### src/rtl/pms_pkg.sv
// Package: shared mode and transceiver encodings for the power mode sequencer.
// Assumes: consumers compare against these names only, never raw codes.
package pms_pkg;

    typedef enum logic [2:0] {
        MODE_SHDN    = 3'd0,
        MODE_RESET   = 3'd1,
        MODE_NORMAL  = 3'd2,
        MODE_STANDBY = 3'd3,
        MODE_SLEEP   = 3'd4,
        MODE_THERMAL = 3'd5
    } pms_mode_e;

    typedef enum logic [1:0] {
        LIN_PASSIVE = 2'b00,
        LIN_WAKE    = 2'b01,
        LIN_ACTIVE  = 2'b10
    } pms_lin_e;

endpackage

### src/rtl/pms_sync.sv
// Module: multi-stage synchronizer for asynchronous host pins.
// Assumes: each bit is independent; RST_VAL is the pin's idle level.
module pms_sync #(
    parameter int          WIDTH   = 1,
    parameter int          STAGES  = 2,
    parameter logic [WIDTH-1:0] RST_VAL = '0
) (
    input  logic             clk,
    input  logic             rst_n,
    input  logic [WIDTH-1:0] d_i,
    output logic [WIDTH-1:0] q_o
);

    logic [WIDTH-1:0] stage_q [STAGES];

    genvar s;
    generate
        for (s = 0; s < STAGES; s++) begin : g_stage
            // Purpose: shift the pin value one flop further down the chain.
            always_ff @(posedge clk) begin
                if (!rst_n) begin
                    stage_q[s] <= RST_VAL;
                end else if (s == 0) begin
                    stage_q[s] <= d_i;
                end else begin
                    stage_q[s] <= stage_q[(s == 0) ? 0 : s-1];
                end
            end
        end
    endgenerate

    assign q_o = stage_q[STAGES-1];

endmodule

### src/rtl/pms_timer.sv
// Module: loadable down-counter shared by the reset window and the
// mode-select delay. done_o is high when the count has reached zero.
// Assumes: the controller never decrements a counter already at zero.
module pms_timer #(
    parameter int CNT_W = 8
) (
    input  logic             clk,
    input  logic             rst_n,
    input  logic             load_i,
    input  logic [CNT_W-1:0] load_val_i,
    input  logic             dec_i,
    output logic             done_o
);

    logic [CNT_W-1:0] cnt_q;

    // Purpose: load takes priority over decrement; otherwise hold.
    always_ff @(posedge clk) begin
        if (!rst_n) begin
            cnt_q <= '0;
        end else if (load_i) begin
            cnt_q <= load_val_i;
        end else if (dec_i) begin
            cnt_q <= cnt_q - 1'b1;
        end
    end

    assign done_o = (cnt_q == '0);

    AST_TMR_NO_WRAP: assert property (@(posedge clk) disable iff (!rst_n)
        (dec_i && !load_i) |-> !done_o) else $error("timer wrapped");

endmodule

### src/rtl/pms_wake_latch.sv
// Module: pending-wakeup flag. Set by a wakeup pulse in a listening mode,
// cleared by Normal or Shutdown.
// Assumes: set and clear are never requested in the same cycle.
module pms_wake_latch (
    input  logic clk,
    input  logic rst_n,
    input  logic set_i,
    input  logic clr_i,
    output logic pend_o
);

    // Purpose: hold a detected wakeup until the controller releases it.
    always_ff @(posedge clk) begin
        if (!rst_n) begin
            pend_o <= 1'b0;
        end else if (clr_i) begin
            pend_o <= 1'b0;
        end else if (set_i) begin
            pend_o <= 1'b1;
        end
    end

    AST_WAKE_SET_CLR_EXCL: assert property (@(posedge clk) disable iff (!rst_n)
        !(set_i && clr_i)) else $error("wake set and clear together");

endmodule

### src/rtl/pwr_mode_seq.sv
// Module: power mode sequencer. Steps through Shutdown, Reset, Normal,
// Standby, Sleep and Thermal from supply, temperature, undervoltage and
// wakeup flags and the host enable / transmit-data pins.
// Assumes: the flag inputs are already synchronous to clk; en_i and txd_i
// are asynchronous and are synchronized here. A low supply forces the
// outputs to their Shutdown values combinationally.
module pwr_mode_seq
    import pms_pkg::*;
#(
    parameter int RST_CYC  = 64,
    parameter int SEL_CYC  = 16,
    parameter int SYNC_STG = 2
) (
    input  logic       clk,
    input  logic       rst_n,
    input  logic       vs_high_i,
    input  logic       vs_low_i,
    input  logic       vout_uv_i,
    input  logic       overtemp_i,
    input  logic       lin_wake_i,
    input  logic       lin_rx_i,
    input  logic       en_i,
    input  logic       txd_i,
    output logic       rstn_o,
    output logic       vreg_en_o,
    output logic [1:0] lin_mode_o,
    output logic       rxd_o
);

    localparam int TMAX  = (RST_CYC > SEL_CYC) ? RST_CYC : SEL_CYC;
    localparam int CNT_W = $clog2(TMAX + 1);
    localparam logic [CNT_W-1:0] RST_LD = CNT_W'(RST_CYC - 1);
    localparam logic [CNT_W-1:0] SEL_LD = CNT_W'(SEL_CYC - 1);

    pms_mode_e        mode_q, mode_d;
    logic             en_s, txd_s;
    logic             tmr_load, tmr_dec, tmr_done;
    logic [CNT_W-1:0] tmr_val;
    logic             wake_set, wake_clr, wake_pend;
    logic             listening;

    pms_sync #(.WIDTH(1), .STAGES(SYNC_STG), .RST_VAL(1'b0)) i_en_sync (
        .clk(clk), .rst_n(rst_n), .d_i(en_i), .q_o(en_s));

    pms_sync #(.WIDTH(1), .STAGES(SYNC_STG), .RST_VAL(1'b1)) i_txd_sync (
        .clk(clk), .rst_n(rst_n), .d_i(txd_i), .q_o(txd_s));

    pms_timer #(.CNT_W(CNT_W)) i_timer (
        .clk(clk), .rst_n(rst_n), .load_i(tmr_load), .load_val_i(tmr_val),
        .dec_i(tmr_dec), .done_o(tmr_done));

    assign listening = (mode_q == MODE_STANDBY) || (mode_q == MODE_SLEEP) ||
                       (mode_q == MODE_THERMAL);
    assign wake_set  = lin_wake_i && !vs_low_i && listening;
    assign wake_clr  = (mode_q == MODE_NORMAL) || (mode_q == MODE_SHDN);

    pms_wake_latch i_wake (
        .clk(clk), .rst_n(rst_n), .set_i(wake_set), .clr_i(wake_clr),
        .pend_o(wake_pend));

    // Purpose: next mode and timer control, highest-priority condition first.
    always_comb begin
        mode_d   = mode_q;
        tmr_load = 1'b0;
        tmr_dec  = 1'b0;
        tmr_val  = RST_LD;
        if (vs_low_i) begin
            mode_d = MODE_SHDN;
        end else if (mode_q == MODE_SHDN) begin
            if (vs_high_i && !overtemp_i) begin
                mode_d   = MODE_RESET;
                tmr_load = 1'b1;
            end
        end else if (mode_q == MODE_THERMAL) begin
            if (!overtemp_i) begin
                mode_d   = MODE_RESET;
                tmr_load = 1'b1;
            end
        end else if (overtemp_i) begin
            mode_d = MODE_THERMAL;
        end else if (vout_uv_i && (mode_q != MODE_SLEEP)) begin
            mode_d   = MODE_RESET;
            tmr_load = 1'b1;
        end else begin
            case (mode_q)
                MODE_RESET: begin
                    if (tmr_done) begin
                        mode_d   = en_s ? MODE_NORMAL : MODE_STANDBY;
                        tmr_load = 1'b1;
                        tmr_val  = SEL_LD;
                    end else begin
                        tmr_dec = 1'b1;
                    end
                end
                MODE_NORMAL: begin
                    if (en_s) begin
                        tmr_load = 1'b1;
                        tmr_val  = SEL_LD;
                    end else if (tmr_done) begin
                        mode_d = txd_s ? MODE_STANDBY : MODE_SLEEP;
                    end else begin
                        tmr_dec = 1'b1;
                    end
                end
                MODE_STANDBY: begin
                    if (en_s) begin
                        mode_d   = MODE_NORMAL;
                        tmr_load = 1'b1;
                        tmr_val  = SEL_LD;
                    end
                end
                MODE_SLEEP: begin
                    if (lin_wake_i || en_s) begin
                        mode_d   = MODE_RESET;
                        tmr_load = 1'b1;
                    end
                end
                default: mode_d = MODE_SHDN;
            endcase
        end
    end

    // Purpose: mode register, Shutdown after block reset.
    always_ff @(posedge clk) begin
        if (!rst_n) begin
            mode_q <= MODE_SHDN;
        end else begin
            mode_q <= mode_d;
        end
    end

    // Purpose: pin values per mode, with the low-supply override.
    always_comb begin
        rstn_o     = 1'b0;
        vreg_en_o  = 1'b0;
        lin_mode_o = LIN_PASSIVE;
        rxd_o      = 1'b1;
        if (!vs_low_i) begin
            case (mode_q)
                MODE_RESET: begin
                    vreg_en_o = 1'b1;
                    rxd_o     = !wake_pend;
                end
                MODE_NORMAL: begin
                    rstn_o     = 1'b1;
                    vreg_en_o  = 1'b1;
                    lin_mode_o = LIN_ACTIVE;
                    rxd_o      = lin_rx_i;
                end
                MODE_STANDBY: begin
                    rstn_o     = 1'b1;
                    vreg_en_o  = 1'b1;
                    lin_mode_o = LIN_WAKE;
                    rxd_o      = !wake_pend;
                end
                MODE_SLEEP: begin
                    rstn_o     = 1'b1;
                    lin_mode_o = LIN_WAKE;
                    rxd_o      = !wake_pend;
                end
                MODE_THERMAL: begin
                    lin_mode_o = LIN_WAKE;
                    rxd_o      = !wake_pend;
                end
                default: ;
            endcase
        end
    end

    initial begin
        AST_PARAMS_VALID: assert (RST_CYC >= 1 && SEL_CYC >= 1 && SYNC_STG >= 1)
            else $error("bad parameters");
    end

    AST_SHDN_ON_LOW_SUPPLY: assert property (@(posedge clk) disable iff (!rst_n)
        vs_low_i |=> (mode_q == MODE_SHDN)) else $error("shutdown missed");

    AST_SHDN_EXITS_TO_RESET: assert property (@(posedge clk) disable iff (!rst_n)
        ($past(mode_q) == MODE_SHDN && mode_q != MODE_SHDN) |-> (mode_q == MODE_RESET))
        else $error("bad shutdown exit");

    AST_RESET_EXIT_TIMED: assert property (@(posedge clk) disable iff (!rst_n)
        ($past(mode_q) == MODE_RESET && (mode_q == MODE_NORMAL || mode_q == MODE_STANDBY))
        |-> ($past(tmr_done) && !$past(vout_uv_i))) else $error("early reset exit");

    AST_SLEEP_ONLY_FROM_NORMAL: assert property (@(posedge clk) disable iff (!rst_n)
        (mode_q == MODE_SLEEP && $past(mode_q) != MODE_SLEEP) |-> ($past(mode_q) == MODE_NORMAL))
        else $error("sleep from wrong mode");

    AST_THERMAL_ON_OT: assert property (@(posedge clk) disable iff (!rst_n)
        (overtemp_i && !vs_low_i && mode_q != MODE_SHDN) |=> (mode_q == MODE_THERMAL))
        else $error("thermal missed");

    AST_WAKE_HELD: assert property (@(posedge clk) disable iff (!rst_n)
        (wake_pend && mode_q != MODE_NORMAL && mode_q != MODE_SHDN) |=> wake_pend)
        else $error("wake lost");

endmodule

### config.mk
export PLATFORM = sky130hd
export DESIGN_NAME = pwr_mode_seq
export DESIGN_NICKNAME = d
export VERILOG_FILES = /design/src/rtl/pms_pkg.sv /design/src/rtl/pms_sync.sv /design/src/rtl/pms_timer.sv /design/src/rtl/pms_wake_latch.sv /design/src/rtl/pwr_mode_seq.sv
export SDC_FILE = /design/constraint.sdc
export NUM_CORES = 1
export LEC_CHECK = 0
export BUFFER_PORTS_ARGS = -buffer_cell sky130_fd_sc_hd__buf_2
export CORE_MARGIN = 10
export CORE_UTILIZATION = 45
export DETAILED_ROUTE_END_ITERATION = 7
export MAX_ROUTING_LAYER = met4
export PLACE_DENSITY = 0.67
export SKIP_LAST_GASP = 1
export SYNTH_ARGS = -nofsm -noshare
export SYNTH_HDL_FRONTEND = slang
export SYNTH_SLANG_ARGS = --single-unit
export TNS_END_PERCENT = 5
### constraint.sdc
create_clock -name clk -period 2.1 [get_ports clk]
set_input_delay 0.315 -clock clk [delete_from_list [all_inputs] [get_ports clk]]
set_output_delay 0.315 -clock clk [all_outputs]
set_load 0.03 [all_outputs]
; ---- Yosys cells after proc, flatten, opt, wreduce, memory -nomap -nowiden
; Memories as Yosys holds them, arrays and structs flattened.
; Cells that the tools add are included.
[totals]
register_bits = 11
ram_bits = 4
output_inout_bits = 5
elab_cells = 103
n_memories = 2
[op_classes]
add_sub_neg = 1
n_eq_ne = 13
n_mux = 57
bitwise_logic = 5
reduce_logical = 22
[memory_table]
columns = name, words, word_bits, read_ports, rd_clocked_by_memory_dff, write_ports, line_no
row1 = i_en_sync.stage_q, 2, 1, 2, 0, 2, pms_sync.sv:14  ; logic [WIDTH-1:0] stage_q [STAGES];
row2 = i_txd_sync.stage_q, 2, 1, 2, 0, 2, pms_sync.sv:14
[op_table]
columns = op, count
row1 = 2-to-1 mux 6 bit, 7
row2 = 2-to-1 mux 3 bit, 12
row3 = 2-to-1 mux 1 bit, 29
row4 = 2-to-1 mux 7 bit, 2
row5 = inequality test 6 x 2 -> 1 bit (second input constant), 2
row6 = inequality test 6 x 3 -> 1 bit (second input constant), 2
row7 = one-hot mux 3 bit (4 select lines), 1
row8 = one-hot mux 6 bit (2 select lines), 1
row9 = OR reduction 3 bit, 3
row10 = zero test 7 bit, 1
row11 = AND reduction 7 bit, 1
row12 = subtractor 7 x 1 -> 7 bit (second input constant), 1
row13 = == test 3 x 2 -> 1 bit (second input constant), 2
row14 = == test 3 bit (second input constant), 2
row15 = inequality test 3 bit (second input constant), 2
row16 = inequality test 6 x 5 -> 1 bit (second input constant), 1
row17 = OR reduction 2 bit, 3
row18 = logical AND 1 bit, 4
row19 = logical OR 1 bit, 4
row20 = OR 1 bit, 4
row21 = one-hot mux 1 bit (2 select lines), 2
row22 = one-hot mux 2 bit (2 select lines), 1
row23 = OR reduction 4 bit, 1
row24 = == test 3 x 1 -> 1 bit (second input constant), 1
row25 = other kinds (7), 9

; ---- Longest topological paths before layout
; Gate-level depths: netlist (run 1).
[depth]
word_depth = 11
mapped_depth = 8
mapped_depth_nobuf = 7

; ---- Cells and area by module
; A second synthesis (run 1) with hierarchy kept.
[unflattened]
cells_unflattened = 134
hier_area_um2 = 1037.2
[by_module_without_submodules]
columns = mod, instances, cells_each, area_per_inst_um2, seq_area_each_um2
row1 = pwr_mode_seq, 1, 79, 516.7, 60.1
row2 = pms_timer, 1, 44, 379.1, 140.1
row3 = pms_sync, 2, 4, 52.6, 40.0
row4 = pms_wake_latch, 1, 3, 36.3, 20.0

; ---- Worst setup path after synthesis (run 1)
; Ideal clock, no wire load.
[synth_timing]
kind = register to register
from = register i_timer.cnt_q[0]
to = register i_timer.cnt_q[2]
arrival_time_ns = 1.792
t_required_ns = 2.026
path_slack_ns = 0.233
stages_incl_launch_ff = 9
synth_period_minus_slack_ns = 1.867
path_cell_list = dfxtp_1 inv_1 ha_1 nor3b_1 and2_1 or2_1 buf_2 or4_1 a31oi_1
[synth_via]
elab_chain_len = 10
[synth_lines]
columns = element, line_no
row1 = start: declaration, pms_timer.sv:15  ; logic [CNT_W-1:0] cnt_q;
row2 = start signal: assignment, pms_timer.sv:22  ; cnt_q <= load_val_i;
row3 = start signal: assignment, pms_timer.sv:24  ; cnt_q <= cnt_q - 1'b1;
row4 = zero test 7 bit, pms_timer.sv:28  ; assign done_o = (cnt_q == '0);
row5 = 2-to-1 mux 1 bit, "pwr_mode_seq.sv:87, pwr_mode_seq.sv:99"
row6 = 2-to-1 mux 1 bit, pwr_mode_seq.sv:96  ; if (en_s) begin
row7 = one-hot mux 1 bit (2 select lines), pwr_mode_seq.sv:85  ; case (mode_q)
row8 = 2-to-1 mux 1 bit, pwr_mode_seq.sv:81  ; end else if (vout_uv_i && (mode_q != MODE_SLEEP)) begin
row9 = 2-to-1 mux 1 bit, pwr_mode_seq.sv:79  ; end else if (overtemp_i) begin
row10 = 2-to-1 mux 1 bit, pwr_mode_seq.sv:74  ; end else if (mode_q == MODE_THERMAL) begin
row11 = 2-to-1 mux 1 bit, pwr_mode_seq.sv:69  ; end else if (mode_q == MODE_SHDN) begin
row12 = 2-to-1 mux 1 bit, pwr_mode_seq.sv:67  ; if (vs_low_i) begin
row13 = nonzero test 2 bit (no source line), --
; Several ways; a longest one is shown, not always the timed one. The select of a mux whose other input is x is not followed.
; A chain may end at the register's enable or synchronous reset.

; ---- Worst setup path in the final report (run 1)
[layout_timing]
from = register i_timer.cnt_q[0]
to = register i_timer.cnt_q[4]
; The elaborated chain is that of the path after synthesis.

==> insert_results.sql, run 1 <==
INSERT INTO impl_metrics (metric_group, metric, value, unit) VALUES
('clock_tree', 'path_clk_slew', '90', 'ps'),
('sta', 'clock_skew', '4.30', 'ps'),
('floorplan', 'die_h', '67.2', 'µm'),
('worst_setup_path', 'setup_slack_of_the_worst_register_to_register_path', '60', 'ps'),
('cells_and_area', 'post_route_cells_drive_above_1_share', '0.190', ''),
('floorplan', 'fp.coreArea', '0.00217', 'mm²'),
('worst_setup_path', 'path_cells', 'inv_1, ha_1, nor3b_2, and2_1, or2_1, or4_1, a31oi_1', ''),
('floorplan', 'floorplan.io_pins', '15', ''),
('synth', 'synth.lib_cells_used.distinct', '43', ''),
('floorplan', 'num_rows', '17', ''),
('flow_run', 'drv.max_cap_violation_count', '0', ''),
('placed_design', 'hpwl', '1960', 'µm'),
('cells_and_area', 'design.final.nets', '159', ''),
('clock_tree', 'cts_htree_levels', '1', ''),
('worst_setup_path', 'cpLargestDelayFamily', 'simple AND/OR/NAND/NOR gates', ''),
('synth', 'yosysWarningCount', '0', ''),
('worst_setup_path', 'worst_setup_path_startpoint', 'i_timer.cnt_q[0]$_SDFFE_PN0P_', ''),
('clock_tree', 'clockRootBuffer', 'clkbuf_4', ''),
('clock_tree', 'post_cts.repair.setup_buffers', '0', ''),
('route', 'route.detailed.wl_per_inst', '15.0', 'µm'),
('worst_setup_path', 'ff2ff_path_depth', '7', ''),
('worst_setup_path', 'crit_cells', '7', ''),
('power_and_ir_drop', 'static-leakage-power', '0.000431', 'µW'),
('worst_setup_path', 'critPathRequiredTime', '2320', 'ps'),
('worst_setup_path', 'r2r_endpoint', 'i_timer.cnt_q[4]$_SDFFE_PN0P_', ''),
('synth', 'postSynthNetCount', '142', ''),
('power_and_ir_drop', 'irDropWorstVdd', '0.291', 'mV'),
('status', 'run_status', 'finished, final reports clean', ''),
('clock_tree', 'tritoncts_clock_tree', 'built', ''),
('route', 'detail_route.iter0.violations', '76', ''),
('synth', 'syn-mean-instance-area', '7.65', 'µm²'),
('route', 'route.vias.total', '1068', ''),
('worst_setup_path', 'rr_startpoint', 'i_timer.cnt_q[0]$_SDFFE_PN0P_', ''),
('placed_design', 'routabilityCongestion', '0.888', ''),
('floorplan', 'die_area', '0.00451', 'mm²'),
('cells_and_area', 'fillers', '234', ''),
('floorplan', 'die_width', '67.2', 'µm'),
('cells_and_area', 'antenna_cells_inserted', '0', ''),
('min_path', 'min_path_type', 'primary input to flip-flop', ''),
('sta', 'number_of_max_slew_violations_in_the_final_report', '0', ''),
('synth', 'post_syn_instances', '131', ''),
('route', 'detail_route.vias_per_cell', '6.10', ''),
('worst_setup_path', 'cp-start-kind', 'flip-flop', ''),
('global_routing', 'global_route.overflow_total', '0', ''),
('clock_tree', 'insertion_delay', '290', 'ps'),
('synth', 'predominant_post_synthesis_flop_cell', 'dfxtp_1', ''),
('route', 'drc_errors', '0', ''),
('global_routing', 'grt_usage', '0.122', ''),
('sta', 'achievable-frequency', '0.490', 'GHz'),
('cells_and_area', 'layout_utilization', '0.530', ''),
('synth', 'synth_enable_flop_cells', '0', ''),
('route', 'route.final.wire_length', '2630', 'µm'),
('synth', 'cell_area_after_synthesis', '0.00100', 'mm²'),
('clock_tree', 'cts-root-to-sink-buffers', '2', ''),
('sta', 'report.final.hold_viol_count', '0', ''),
('global_routing', 'grt_pass1_wl', '4240', 'µm'),
('floorplan', 'initial_core_utilization', '0.462', ''),
('min_path', 'hold-path-cell-count', '2', ''),
('global_routing', 'first_global_vias', '957', ''),
('sta', 'total_setup_violations_reported_at_the_end_of_the_flow', '0', ''),
('placed_design', 'port-buffer-count', '14', ''),
('route', 'dr.pass1.iters', '4', ''),
('clock_tree', 'clock-sinks', '15', ''),
('sta', 'final.min_clock_period', '2040', 'ps'),
('cells_and_area', 'flow.area_growth_from_synthesis', '14.7', '%'),
('worst_setup_path', 'timing.critical_path.to', 'i_timer.cnt_q[4]$_SDFFE_PN0P_', ''),
('worst_setup_path', 'timing.critical_path.slowest_stage_cell', 'or4_1', ''),
('worst_setup_path', 'slowest_delay', '420', 'ps'),
('worst_setup_path', 'critPathCaptureType', 'flip-flop', ''),
('worst_setup_path', 'critical_path_buf_inv_count', '1', ''),
('route', 'ant_nets', '0', '');
==> repair_timing <==
item,CTS,global route
hold buffers,0,0
endpoints found under the setup margin,0,6
resized for setup,0,2
==> power by group <==
group	total, µW	internal [µW]	switching, µW	leakage (µW)
Clock	167	74.0	93.0	0.0000150
Sequential	319	299	19.6	0.000123
Combinational	157	68.0	89.1	0.000293
Total	643	441	202	0.000431
==> cells in the mapped netlist, types with 2 or more instances <==
| master | n | area share |
|---|---|---|
| dfxtp_1 | 15 | 0.30 |
| or3_1 | 2 | 0.012 |
| o31a_1 | 2 | 0.017 |
| o31ai_1 | 3 | 0.022 |
| o22ai_1 | 2 | 0.012 |
| nor2_1 | 15 | 0.056 |
| o41ai_1 | 4 | 0.035 |
| and2b_1 | 2 | 0.015 |
| or4_1 | 3 | 0.022 |
| a21oi_1 | 5 | 0.025 |
| nor4_1 | 2 | 0.012 |
| buf_2 | 3 | 0.015 |
| inv_1 | 6 | 0.022 |
| nor2b_1 | 5 | 0.031 |
| a22oi_1 | 3 | 0.022 |
| nor3_1 | 4 | 0.020 |
| nand3_1 | 2 | 0.010 |
| o21ai_0 | 10 | 0.050 |
| nor3b_1 | 2 | 0.015 |
| a31oi_1 | 6 | 0.037 |
| nand2_1 | 3 | 0.011 |
| clkbuf_1 | 4 | 0.015 |
| nand2b_1 | 6 | 0.037 |
| and2_1 | 3 | 0.019 |
==> layout by cell type (no fill, tap or decap), types with 2 or more instances in the layout <==
cell type,instances
nor2_1,15
dfxtp_1,15
buf_2,14
o21ai_0,10
inv_1,6
nand2b_1,6
a31oi_1,6
buf_4,6
nor2b_1,5
a21oi_1,5
nor3_1,4
and2_1,3
a22oi_1,3
o31ai_1,3
o41ai_1,3
or4_1,3
nand2_1,3
clkbuf_4,3
and2b_1,2
o31a_1,2
nand3_1,2
o22ai_1,2
nor4_1,2
or3_1,2
==> registers in the layout, indices dropped and copies added (netlist names) <==
signal              flops
i_en_sync.stage_q       2
i_timer.cnt_q           7
i_wake.pend_o           1
mode_q                  3
i_txd_sync.stage_q      2
==> through the flow <==
stage	hold WS, ps	worst slack [ps]	total power [µW]	instances	cell area, µm²
after floorplan	386	233	428	131	1000
after global placement	388	190	470	171	1110
after detailed placement	396	113	474	171	1110
after CTS	210	75.0	640	175	1140
after global routing	207	-62.7	680	175	1150
final	209	58.5	643	175	1150
==> logic make-up (layout without fill, tap and decap cells) <==
logic type	after synthesis	in the layout	synth area share
simple gates	57	57	0.325
buf+inv	14	30	0.0637
fa+ha+maj	1	1	0.0125
flops	15	15	0.300
mux	1	1	0.00999
compound gates	43	43	0.290
==> how the worst min path moves through the flow <==
stage	start	endpoint
after floorplan	i_txd_sync.stage_q[0]$_SDFF_PN1_	i_txd_sync.stage_q[1]$_SDFF_PN1_
after global placement	i_txd_sync.stage_q[0]$_SDFF_PN1_	i_txd_sync.stage_q[1]$_SDFF_PN1_
after detailed placement	i_txd_sync.stage_q[0]$_SDFF_PN1_	i_txd_sync.stage_q[1]$_SDFF_PN1_
after CTS	txd_i	i_txd_sync.stage_q[0]$_SDFF_PN1_
after global routing	txd_i	i_txd_sync.stage_q[0]$_SDFF_PN1_
final	txd_i	i_txd_sync.stage_q[0]$_SDFF_PN1_
==> cell type report <==
| cell class | count | area, µm² | area share |
|---|---|---|---|
| sequential | 15 | 300 | 0.261 |
| clock buffer | 4 | 26.3 | 0.0229 |
| inverter | 6 | 22.5 | 0.0196 |
| multi-input combinational | 102 | 651 | 0.566 |
| timing repair buffer | 20 | 115 | 0.100 |
| tap | 28 | 35.0 | 0.0305 |
==> worst register-to-register path, delay by kind of cell (launching register included) <==
kind | cells | cell delay (ps)
adder cells (fa/ha/maj) | 1 | 210
buffers and inverters | 1 | 70
AND/OR/NAND/NOR | 4 | 1170
AO/OA/AOI/OAI | 1 | 170
flip-flops | 1 | 370
==> layer usage <==
metal  GRT usage  routed length (µm)
met1       0.145                1160
met2       0.179                1230
met3      0.0314                 175
met4      0.0744                  67
met5           -                   0
No activity file was read; power rests on OpenSTA's default activity.
==> inputs of run 2 (changes only) <==
--- a/config.mk
+++ b/config.mk
@@ -8,6 +8,7 @@
 export BUFFER_PORTS_ARGS = -buffer_cell sky130_fd_sc_hd__buf_2
 export CORE_MARGIN = 10
 export CORE_UTILIZATION = 45
+export CTS_CLUSTER_DIAMETER = 120
 export DETAILED_ROUTE_END_ITERATION = 7
 export MAX_ROUTING_LAYER = met4
 export PLACE_DENSITY = 0.67
==> constraint.sdc (replaced) <==
create_clock -name clk -period 1.9 [get_ports clk]
set_input_delay 0.285 -clock clk [delete_from_list [all_inputs] [get_ports clk]]
set_output_delay 0.285 -clock clk [all_outputs]
set_load 0.03 [all_outputs]
==> run 2 against run 1 <==
Compared with the run above: sequential share of layout area down 1.5 points; power up 14%; register-to-register slack worse by 50 ps; wire length up 4.3%; largest cell class unchanged; first-iteration DRC count down 1.3%; critical path depth unchanged; clock-buffer cell count down 1; flip-flop and latch count unchanged; fmax up 8.0%; worst hold slack worse by 34 ps.
==> insert_results.sql, run 2 (synthesized netlist as in run 1, its figures left out) <==
INSERT INTO impl_metrics (metric_group, metric, value, unit) VALUES
('status', 'run_status', 'finished, final reports clean', ''),
('global_routing', 'antenna_found_initial', '0', ''),
('floorplan', 'floorplan.io_pins', '15', ''),
('sta', 'report.final.hold_viol_count', '0', ''),
('cells_and_area', 'layout_utilization', '0.569', ''),
('power_and_ir_drop', 'static-leakage-power', '0.000490', 'µW'),
('sta', 'unrepaired_setup_endpoints_after_global_routing', 'true', ''),
('sta', 'achievable-frequency', '0.529', 'GHz'),
('cells_and_area', 'max_reg_flops', '7', ''),
('sta', 'min_period_over_period', '0.995', ''),
('cells_and_area', 'antenna_cells_inserted', '0', ''),
('global_routing', 'gr_layer_usage_met1', '0.141', ''),
('worst_setup_path', 'critPathCaptureType', 'flip-flop', ''),
('route', 'dr.pass1.iters', '4', ''),
('worst_setup_path', 'worst-endpoint-arrival', '2110', 'ps'),
('route', 'route.vias.total', '1112', ''),
('worst_setup_path', 'critPathRequiredTime', '2120', 'ps'),
('floorplan', 'initial_core_utilization', '0.462', ''),
('placed_design', 'hpwl', '2180', 'µm'),
('sta', 'max_slew_margin', '0.766', ''),
('cells_and_area', 'flow.area_growth_from_synthesis', '23.2', '%'),
('clock_tree', 'clock-sinks', '15', ''),
('global_routing', 'grt_pass1_wl', '4520', 'µm'),
('cells_and_area', 'largest_registers', 'i_timer.cnt_q: 7 flops, mode_q: 3 flops', ''),
('worst_setup_path', 'worst-setup-path-type', 'flip-flop to flip-flop', ''),
('min_path', 'worst_hold_path.endpoint', 'i_txd_sync.stage_q[0]$_SDFF_PN1_', ''),
('floorplan', 'die_width', '67.2', 'µm'),
('route', 'ant_nets', '0', ''),
('cells_and_area', 'fillers', '209', ''),
('floorplan', 'fp.coreArea', '0.00217', 'mm²'),
('sta', 'total_setup_violations_reported_at_the_end_of_the_flow', '0', ''),
('min_path', 'timing.hold.worst.start', 'txd_i', ''),
('cells_and_area', 'most_common_library_cell_in_the_layout_ignoring_fill_and_taps', 'buf_4', ''),
('global_routing', 'grt_usage', '0.130', ''),
('sta', 'setup_total_negative_slack', '0', 'ps'),
('sta', 'final.min_clock_period', '1890', 'ps'),
('clock_tree', 'clockRootBuffer', 'clkbuf_4', ''),
('sta', 'clock_skew', '3.53', 'ps'),
('cells_and_area', 'total_non_filler_cell_area_in_the_finished_layout', '0.00123', 'mm²'),
('worst_setup_path', 'ff2ff_path_depth', '7', ''),
('global_routing', 'groute.layer.met2.usage', '0.213', ''),
('placed_design', 'port-buffer-count', '14', ''),
('clock_tree', 'cts_hold_repair.buffers', '0', ''),
('floorplan', 'num_rows', '17', ''),
('clock_tree', 'total_clock_buffers_created_by_cts', '3', ''),
('floorplan', 'die_h', '67.2', 'µm'),
('clock_tree', 'post_cts.repair.setup_buffers', '0', ''),
('cells_and_area', 'design.final.nets', '170', ''),
('cells_and_area', 'mostFrequentLayoutCells', 'buf_4 (17), nor2_1 (15), buf_2 (14)', ''),
('worst_setup_path', 'r2r_endpoint', 'i_timer.cnt_q[2]$_SDFFE_PN0P_', ''),
('worst_setup_path', 'setup_slack_of_the_worst_register_to_register_path', '10', 'ps'),
('clock_tree', 'cts-root-to-sink-buffers', '2', ''),
('power_and_ir_drop', 'irDropWorstVdd', '0.413', 'mV'),
('min_path', 'min_path_type', 'primary input to flip-flop', ''),
('cells_and_area', 'largest_register', 'i_timer.cnt_q', ''),
('worst_setup_path', 'cp-start-kind', 'flip-flop', ''),
('route', 'route.final.wire_length', '2740', 'µm'),
('sta', 'max_slew.worst_pin.slew', '346', 'ps'),
('placed_design', 'area_after_dpl', '0.00119', 'mm²'),
('clock_tree', 'path_clk_slew', '90', 'ps'),
('cells_and_area', 'fin_cells', '186', ''),
('cells_and_area', 'post_route_cells_drive_above_1_share', '0.278', ''),
('power_and_ir_drop', 'power_per_cell_area', '592', 'mW/mm²'),
('route', 'detail_route.vias_per_cell', '5.98', ''),
('min_path', 'hold-path-cell-count', '2', ''),
('sta', 'number_of_max_slew_violations_in_the_final_report', '0', ''),
('floorplan', 'die_area', '0.00451', 'mm²'),
('placed_design', 'routabilityCongestion', '0.975', ''),
('placed_design', 'place_inst', '182', ''),
('flow_run', 'drv.max_cap_violation_count', '0', ''),
('global_routing', 'first_global_vias', '1062', ''),
('route', 'drc_errors', '0', ''),
('route', 'detail_route.iter0.violations', '75', ''),
('route', 'route.detailed.wl_per_inst', '14.7', 'µm'),
('worst_setup_path', 'critPathMaxFanout', '8', ''),
('clock_tree', 'insertion_delay', '290', 'ps'),
('worst_setup_path', 'rr_startpoint', 'i_timer.cnt_q[0]$_SDFFE_PN0P_', ''),
('global_routing', 'top_usage_layer', 'met2', ''),
('global_routing', 'global_route.overflow_total', '0', ''),
('clock_tree', 'tritoncts_clock_tree', 'built', ''),
('global_routing', 'grtUsageMet3', '0.0364', ''),
('clock_tree', 'cts_htree_levels', '1', ''),
('global_routing', 'grt_max_degree', '12', '');
==> run 2: stage by stage <==
stage	hold WS, ps	total power, µW	setup WS, ps
3_5_place_dp	400	546	-39.6
3_3_place_gp	391	542	22.0
2_1_floorplan	358	473	33.4
5_1_grt	168	771	-82.2
6_report	175	731	10.4
4_1_cts	176	728	-53.4
==> run 2: worst max-delay path by stage <==
stage | from | end | slack (ps) | cells past startpoint
after floorplan | i_timer.cnt_q[0]$_SDFFE_PN0P_ | i_timer.cnt_q[2]$_SDFFE_PN0P_ | 30 | 8
after CTS | i_timer.cnt_q[0]$_SDFFE_PN0P_ | i_timer.cnt_q[4]$_SDFFE_PN0P_ | -50 | 7
final | i_timer.cnt_q[0]$_SDFFE_PN0P_ | i_timer.cnt_q[2]$_SDFFE_PN0P_ | 10 | 7
after global placement | i_timer.cnt_q[0]$_SDFFE_PN0P_ | i_timer.cnt_q[2]$_SDFFE_PN0P_ | 20 | 7
after global routing | i_timer.cnt_q[0]$_SDFFE_PN0P_ | i_timer.cnt_q[4]$_SDFFE_PN0P_ | -80 | 7
after detailed placement | i_timer.cnt_q[0]$_SDFFE_PN0P_ | i_timer.cnt_q[2]$_SDFFE_PN0P_ | -40 | 7
==> run 2: worst max-delay path, stage by stage, from the launching register on <==
cell	delay (ps)
dfxtp_2	350
inv_1	60
ha_1	200
nor3b_2	170
and2_1	180
or2_4	300
or4_1	400
a31oi_1	160
==> run 2: repair_timing <==
action	CTS	global route
gates resized for setup	1	5
endpoints found under the setup margin	4	12
pin swaps	0	1
==> run 2: metal layers <==
| layer | vias up | wire length [µm] |
|---|---|---|
| met5 | - | 0 |
| met4 | 0 | 54 |
| met3 | 8 | 194 |
| met2 | 43 | 1320 |
| met1 | 517 | 1170 |
| li1 | 544 | - |
==> run 2: cell type report <==
cell class	count	area, µm²	area share
Multi-Input combinational cell	102	648	0.525
Clock inverter	1	5.00	0.00405
Clock buffer	3	22.5	0.0182
Tap cell	28	35.0	0.0284
Sequential cell	15	304	0.246
Inverter	6	22.5	0.0182
Timing Repair Buffer	31	198	0.160
==> run 2: power by group <==
part	total, µW	internal, µW	switching, µW
logic	196	92.4	104
clock network	185	78.3	107
registers	350	331	18.7
total	731	502	229
